**config.mk**
```make
export PLATFORM = sky130hd
export DESIGN_NAME = lp_sec_timer
export DESIGN_NICKNAME = d
export VERILOG_FILES = /design/src/rtl/lp_sec_pkg.sv /design/src/rtl/lp_sec_counter.sv /design/src/rtl/lp_sec_alarm.sv /design/src/rtl/lp_sec_timer.sv
export SDC_FILE = /design/constraint.sdc
export NUM_CORES = 1
export LEC_CHECK = 0
export BUFFER_PORTS_ARGS = -buffer_cell sky130_fd_sc_hd__buf_2
export CAP_MARGIN = 20
export CORE_MARGIN = 2
export CORE_UTILIZATION = 40
export CTS_CLUSTER_SIZE = 40
export DETAILED_ROUTE_END_ITERATION = 6
export GPL_TIMING_DRIVEN = 0
export SYNTH_ARGS = -nofsm -noshare
export SYNTH_HDL_FRONTEND = slang
export SYNTH_SLANG_ARGS = --single-unit
```
**constraint.sdc**
```tcl
create_clock -name clk_i -period 5.1 [get_ports clk_i]
set_input_delay 0.255 -clock clk_i [delete_from_list [all_inputs] [get_ports clk_i]]
set_output_delay 0.255 -clock clk_i [all_outputs]
set_load 0.005 [all_outputs]
```
**src/rtl/lp_sec_pkg.sv**
```systemverilog
package lp_sec_pkg;
  typedef enum logic [2:0] {
    IDX_SEC     = 3'd0,
    IDX_FRAC    = 3'd1,
    IDX_ALM_SEC = 3'd2,
    IDX_ALM_FRC = 3'd3,
    IDX_CTRL    = 3'd4,
    IDX_STAT    = 3'd5,
    IDX_IEN     = 3'd6
  } reg_idx_e;

  localparam int unsigned CTRL_RUN_BIT = 3;
  localparam int unsigned STAT_ALM_BIT = 4;
  localparam int unsigned STAT_NV_BIT  = 1;
  localparam int unsigned STAT_SV_BIT  = 0;
  localparam int unsigned IEN_ALM_BIT  = 4;
endpackage

```
**src/rtl/lp_sec_counter.sv**
```systemverilog
module lp_sec_counter #(
  parameter int unsigned SEC_W  = 32,
  parameter int unsigned FRAC_W = 15,
  parameter int unsigned DATA_W = 32,
  localparam int unsigned CNT_W = SEC_W + FRAC_W
) (
  input  logic              clk_i,
  input  logic              rst_ni,
  input  logic              run_i,
  input  logic              sec_we_i,
  input  logic              frac_we_i,
  input  logic [DATA_W-1:0] wdata_i,
  output logic [CNT_W-1:0]  cnt_o
);
  logic [CNT_W-1:0] cnt_q;
  logic             armed_q;
  logic             step;

  assign step  = run_i && armed_q;
  assign cnt_o = cnt_q;

  always_ff @(posedge clk_i or negedge rst_ni) begin
    if (!rst_ni) begin
      cnt_q   <= '0;
      armed_q <= 1'b0;
    end else begin
      if (sec_we_i || frac_we_i) begin
        if (sec_we_i)  cnt_q[CNT_W-1:FRAC_W] <= wdata_i[SEC_W-1:0];
        if (frac_we_i) cnt_q[FRAC_W-1:0]     <= wdata_i[FRAC_W-1:0];
      end else if (step) begin
        cnt_q <= cnt_q + 1'b1;  // fraction carry and full wrap fall out of the sum
      end
      if (sec_we_i) armed_q <= 1'b1;
    end
  end

  a_r2_frozen_until_armed: assert property (@(posedge clk_i) disable iff (!rst_ni)
    (!armed_q && !sec_we_i && !frac_we_i) |=> (cnt_q == $past(cnt_q)));
  a_r3_step_one: assert property (@(posedge clk_i) disable iff (!rst_ni)
    (run_i && armed_q && !sec_we_i && !frac_we_i) |=> (cnt_q == $past(cnt_q) + 1'b1));
  a_r3_hold_stopped: assert property (@(posedge clk_i) disable iff (!rst_ni)
    (!run_i && !sec_we_i && !frac_we_i) |=> $stable(cnt_q));
endmodule

```
**src/rtl/lp_sec_alarm.sv**
```systemverilog
module lp_sec_alarm #(
  parameter int unsigned SEC_W  = 32,
  parameter int unsigned FRAC_W = 15,
  parameter int unsigned DATA_W = 32,
  localparam int unsigned CNT_W = SEC_W + FRAC_W
) (
  input  logic              clk_i,
  input  logic              rst_ni,
  input  logic              sec_we_i,
  input  logic              frac_we_i,
  input  logic [DATA_W-1:0] wdata_i,
  input  logic [CNT_W-1:0]  cnt_i,
  input  logic              cmp_en_i,
  input  logic              clr_i,
  output logic [CNT_W-1:0]  alm_o,
  output logic              flag_o
);
  logic [CNT_W-1:0] alm_q;
  logic             flag_q;
  logic             hit;

  assign hit    = cmp_en_i && (cnt_i == alm_q);
  assign alm_o  = alm_q;
  assign flag_o = flag_q;

  always_ff @(posedge clk_i or negedge rst_ni) begin
    if (!rst_ni) begin
      alm_q  <= {{SEC_W{1'b1}}, {FRAC_W{1'b0}}};
      flag_q <= 1'b0;
    end else begin
      if (sec_we_i)  alm_q[CNT_W-1:FRAC_W] <= wdata_i[SEC_W-1:0];
      if (frac_we_i) alm_q[FRAC_W-1:0]     <= wdata_i[FRAC_W-1:0];
      if (hit)        flag_q <= 1'b1;   // new match beats clear
      else if (clr_i) flag_q <= 1'b0;
    end
  end

  a_r7_flag_sticky: assert property (@(posedge clk_i) disable iff (!rst_ni)
    (flag_q && !clr_i) |=> flag_q);
  a_r6_suppressed_when_invalid: assert property (@(posedge clk_i) disable iff (!rst_ni)
    (!flag_q && !cmp_en_i) |=> !flag_q);
endmodule

```
**src/rtl/lp_sec_timer.sv**
```systemverilog
module lp_sec_timer
  import lp_sec_pkg::*;
#(
  parameter int unsigned SEC_W  = 32,
  parameter int unsigned FRAC_W = 15,
  parameter int unsigned DATA_W = 32
) (
  input  logic              clk_i,
  input  logic              rst_ni,
  input  logic              wr_en_i,
  input  logic [2:0]        wr_sel_i,
  input  logic [DATA_W-1:0] wr_data_i,
  input  logic [2:0]        rd_sel_i,
  output logic [DATA_W-1:0] rd_data_o,
  output logic              irq_o
);
  localparam int unsigned CNT_W = SEC_W + FRAC_W;

  logic [CNT_W-1:0] cnt, alm;
  logic             run_q, ien_q, nv_q, sv_q, alm_flag;
  logic             we_sec, we_frac, we_asec, we_afrac, we_ctrl, we_stat, we_ien;
  logic             valid_clr, alm_clr;

  assign we_sec   = wr_en_i && (wr_sel_i == IDX_SEC);
  assign we_frac  = wr_en_i && (wr_sel_i == IDX_FRAC);
  assign we_asec  = wr_en_i && (wr_sel_i == IDX_ALM_SEC);
  assign we_afrac = wr_en_i && (wr_sel_i == IDX_ALM_FRC);
  assign we_ctrl  = wr_en_i && (wr_sel_i == IDX_CTRL);
  assign we_stat  = wr_en_i && (wr_sel_i == IDX_STAT);
  assign we_ien   = wr_en_i && (wr_sel_i == IDX_IEN);

  assign valid_clr = we_stat && wr_data_i[STAT_NV_BIT] && wr_data_i[STAT_SV_BIT];
  assign alm_clr   = we_stat && wr_data_i[STAT_ALM_BIT];

  always_ff @(posedge clk_i or negedge rst_ni) begin
    if (!rst_ni) begin
      run_q <= 1'b0;
      ien_q <= 1'b0;
      nv_q  <= 1'b1;
      sv_q  <= 1'b1;
    end else begin
      if (we_ctrl)   run_q <= wr_data_i[CTRL_RUN_BIT];
      if (we_ien)    ien_q <= wr_data_i[IEN_ALM_BIT];
      if (valid_clr) begin
        nv_q <= 1'b0;
        sv_q <= 1'b0;
      end
    end
  end

  lp_sec_counter #(.SEC_W(SEC_W), .FRAC_W(FRAC_W), .DATA_W(DATA_W)) u_cnt (
    .clk_i     (clk_i),
    .rst_ni    (rst_ni),
    .run_i     (run_q),
    .sec_we_i  (we_sec),
    .frac_we_i (we_frac),
    .wdata_i   (wr_data_i),
    .cnt_o     (cnt)
  );

  lp_sec_alarm #(.SEC_W(SEC_W), .FRAC_W(FRAC_W), .DATA_W(DATA_W)) u_alm (
    .clk_i     (clk_i),
    .rst_ni    (rst_ni),
    .sec_we_i  (we_asec),
    .frac_we_i (we_afrac),
    .wdata_i   (wr_data_i),
    .cnt_i     (cnt),
    .cmp_en_i  (!nv_q),
    .clr_i     (alm_clr),
    .alm_o     (alm),
    .flag_o    (alm_flag)
  );

  assign irq_o = alm_flag && ien_q;

  always_comb begin
    rd_data_o = '0;
    unique case (rd_sel_i)
      IDX_SEC:     rd_data_o[SEC_W-1:0]  = cnt[CNT_W-1:FRAC_W];
      IDX_FRAC:    rd_data_o[FRAC_W-1:0] = cnt[FRAC_W-1:0];
      IDX_ALM_SEC: rd_data_o[SEC_W-1:0]  = alm[CNT_W-1:FRAC_W];
      IDX_ALM_FRC: rd_data_o[FRAC_W-1:0] = alm[FRAC_W-1:0];
      IDX_CTRL:    rd_data_o[CTRL_RUN_BIT] = run_q;
      IDX_STAT: begin
        rd_data_o[STAT_ALM_BIT] = alm_flag;
        rd_data_o[STAT_NV_BIT]  = nv_q;
        rd_data_o[STAT_SV_BIT]  = sv_q;
      end
      IDX_IEN:     rd_data_o[IEN_ALM_BIT] = ien_q;
      default:     rd_data_o = '0;
    endcase
  end

  a_r8_valid_sticky: assert property (@(posedge clk_i) disable iff (!rst_ni)
    (nv_q && !valid_clr) |=> (nv_q && sv_q));
  a_r8_never_reset: assert property (@(posedge clk_i) disable iff (!rst_ni)
    !nv_q |=> !nv_q);
endmodule

```
==> impl_metrics.env <==
export IMPL_drtIter0Drc=603
export IMPL_netlist_top_cells_area="dfrtp_1 (25%), dfstp_2 (13%), mux2_2 (7.5%), xnor2_1 (6.2%), mux4_2 (4.8%)"
export IMPL_yosys_area_top_type="dfrtp_1"
export IMPL_outcome="completed"
export IMPL_clock_sinks=99
export IMPL_finalSetupViolCount=0
export IMPL_tns_ns=0
export IMPL_end_kind="register"
export IMPL_ioPinCount=74
export IMPL_async_flop_share_pct=100
export IMPL_skew_ns=0.00675
export IMPL_relSlewSlack_pct=34.2
export IMPL_netlist_area_um2=6600
export IMPL_critPathRequiredTime_ns=5.34
export IMPL_grt_pass1_wl_um=38100
export IMPL_maxSlewViolCount=0
export IMPL_diodes=0
export IMPL_min_period_ns=2.63
export IMPL_vias=6306
export IMPL_area_growth_pct=15.0
export IMPL_synthCells=685
export IMPL_place_gp_congestion=0.966
export IMPL_ys_warn_count=0
export IMPL_port_buffers=71
export IMPL_clk_latency_ns=0.36
export IMPL_whs_ns=0.134
export IMPL_htreeDepth=3
export IMPL_synth_edf_count=0
export IMPL_power_mw=3.22
export IMPL_rows=46
export IMPL_r2r_start="u_cnt.cnt_o[25]"
export IMPL_cts_setup_buffers=0
export IMPL_cts_buffers=9
export IMPL_crit_buf_inv=1
export IMPL_cp_endpoint="u_cnt.cnt_o[43]"
export IMPL_synth_ff_type="dfrtp_1"
export IMPL_routed_wirelength_um=25000
export IMPL_timing_rr_end="u_cnt.cnt_o[43]"
export IMPL_vdd_drop_max_uv=174
export IMPL_synthesis_nets=727
export IMPL_worst_path_most_repeated_cell="nand4_1"
export IMPL_yosysMostFrequentCell="dfrtp_1"
export IMPL_power_per_cell_area_nw_per_um2=424
export IMPL_firstDrtPassIters=6
export IMPL_cts_tree="yes"
export IMPL_leakagePower_nw=2.94
export IMPL_rsz0062_at_grt="false"
export IMPL_worst_pin_slew_ns=0.984
export IMPL_grt_start_max_net_pins=54
export IMPL_synth_distinct_cells=71
export IMPL_cpLargestDelayFamily="simple AND/OR/NAND/NOR gates"
export IMPL_drive_gt1_share_pct=28.1
export IMPL_fillerInstances=1574
export IMPL_die_w_um=132
export IMPL_wl_per_cell_um=25.2
export IMPL_arrival_ns=2.86
export IMPL_root_buffer="clkbuf_16"
export IMPL_nets=813
export IMPL_clk_pin_slew_worst_paths_ns=0.07
export IMPL_yosysSeqAreaShare_pct=38.2
export IMPL_cp_startpoint="u_cnt.cnt_o[25]"
export IMPL_avgSynthCellArea_um2=9.63
export IMPL_rrSetupSlack_ns=2.47
export IMPL_ant_nets=0
export IMPL_crit_slowest_cell="nor4_2"
export IMPL_start_util_pct=41.2
export IMPL_drc_errors=0
export IMPL_drv_cap=0
export IMPL_via_per_inst=6.36
export IMPL_clock_path_buffers=2
export IMPL_cp_slowest_stage_delay_ns=0.79
export IMPL_synth_common_cells="dfrtp_1 (66), xnor2_1 (47), mux2_2 (44)"
export IMPL_reg2regPathDepth=6
export IMPL_ys_ff_latch=99
export IMPL_worstHoldPathType="primary input to register"
export IMPL_overflow=0
export IMPL_path_cells="clkbuf_1, nand4_1, nor4_2, nand4_1, mux2i_1, nand3_1"
export IMPL_post_cts_resized=0
export IMPL_dpl_hpwl_um=18600
export IMPL_fmax_mhz=381
export IMPL_first_global_vias=6106
export IMPL_die_h_um=132
export IMPL_post_route_period_util_pct=51.5
export IMPL_cp_max_fo=10
export IMPL_worstSetupPathType="register to register"
export IMPL_synth_top_area_share_pct=25.0
export IMPL_core_area_um2=16000
export IMPL_die_area_um2=17500
export IMPL_hold_violations=0
export IMPL_antenna_found_initial=0
export IMPL_gr_usage_all_layers_pct=28.8
export IMPL_crit_path_start_kind="register"
export IMPL_crit_cells=6
-- placed cells by master (no fill, tap or decap), drive strengths merged, types with 26 or more instances in the layout --
cell type	instances
buf	97
dfrtp	66
clkbuf	52
mux2	50
xnor2	47
nand3	43
nand2	39
nor2	34
dfstp	33
a21oi	31
nand4	31
nor3	26
-- cells by family (layout without fill, tap and decap cells) --
family / after synthesis / after routing / synth area share (%)
muxes: 70 / 70 / 14.2
xor gates and xnor gates: 47 / 47 / 6.24
DFF: 99 / 99 / 38.2
adders and majority gates: 1 / 1 / 0.190
AOI/OAI and AO/OA: 143 / 143 / 14.9
buffers and inverters: 75 / 166 / 4.69
and+or+nand+nor: 250 / 250 / 21.5
-- how the worst min path moves through the flow --
stage / startpoint / to / slack [ns] / cells past startpoint
floorplan: rst_ni / ien_q / -0.04 / 0
global placement: sv_q / sv_q / 0.48 / 2
detailed placement: rst_ni / u_cnt.cnt_o[34] / 0.32 / 1
CTS: wr_data_i[1] / sv_q / 0.13 / 2
global route: wr_data_i[1] / sv_q / 0.14 / 2
finish: wr_data_i[18] / u_alm.alm_o[33] / 0.13 / 2
-- timing repair --
item,4_1_cts,5_1_grt
endpoints found under the setup margin,0,0
endpoints found under the hold margin,32,0
hold buffers,1,0
-- stage by stage --
stage | instances | instance area [µm²] | setup WS (ns) | util (%)
floorplan | 685 | 6600 | 2.99 | -
global placement | 972 | 7220 | 2.34 | 45.1
detailed placement | 975 | 7260 | 2.49 | 45.4
CTS | 992 | 7590 | 2.56 | 47.4
global route | 992 | 7590 | 2.38 | 47.4
finish | 992 | 7590 | 2.47 | 47.4
-- sequential cells by signal, indices dropped and copies added, names as in the netlist --
name           count
run_q              1
u_cnt.cnt_o       47
ien_q              1
u_cnt.armed_q      1
u_alm.flag_o       1
u_alm.alm_o       47
sv_q               1
-- per-layer routing --
| layer | track usage (%) | wire (µm) | vias up |
|---|---|---|---|
| li1 | - | - | 2747 |
| met4 | 12.7 | 1050 | 0 |
| met5 | 0 | 0 | - |
| met3 | 5.67 | 1880 | 75 |
| met1 | 37.8 | 10400 | 3151 |
| met2 | 46.3 | 11700 | 333 |
-- power breakdown --
group | internal (mW) | total, mW | switching [mW] | leakage (nW)
clock network | 0.408 | 0.733 | 0.325 | 0.144
logic | 0.511 | 1.25 | 0.740 | 1.70
registers | 1.02 | 1.24 | 0.212 | 1.10
-- area by class of cell --
cell class              count  area [µm²]  area share [%]
well taps                 216         270            3.56
clock inverters             5        61.3           0.808
clock buffers              11         253            3.33
plain buffers              64         268            3.53
inverters                  11        41.3           0.544
repair buffers             75         405            5.34
multi-input cells         511        3770            49.7
flip-flops and latches     99        2520            33.2
(Power assumes the default switching activity.)
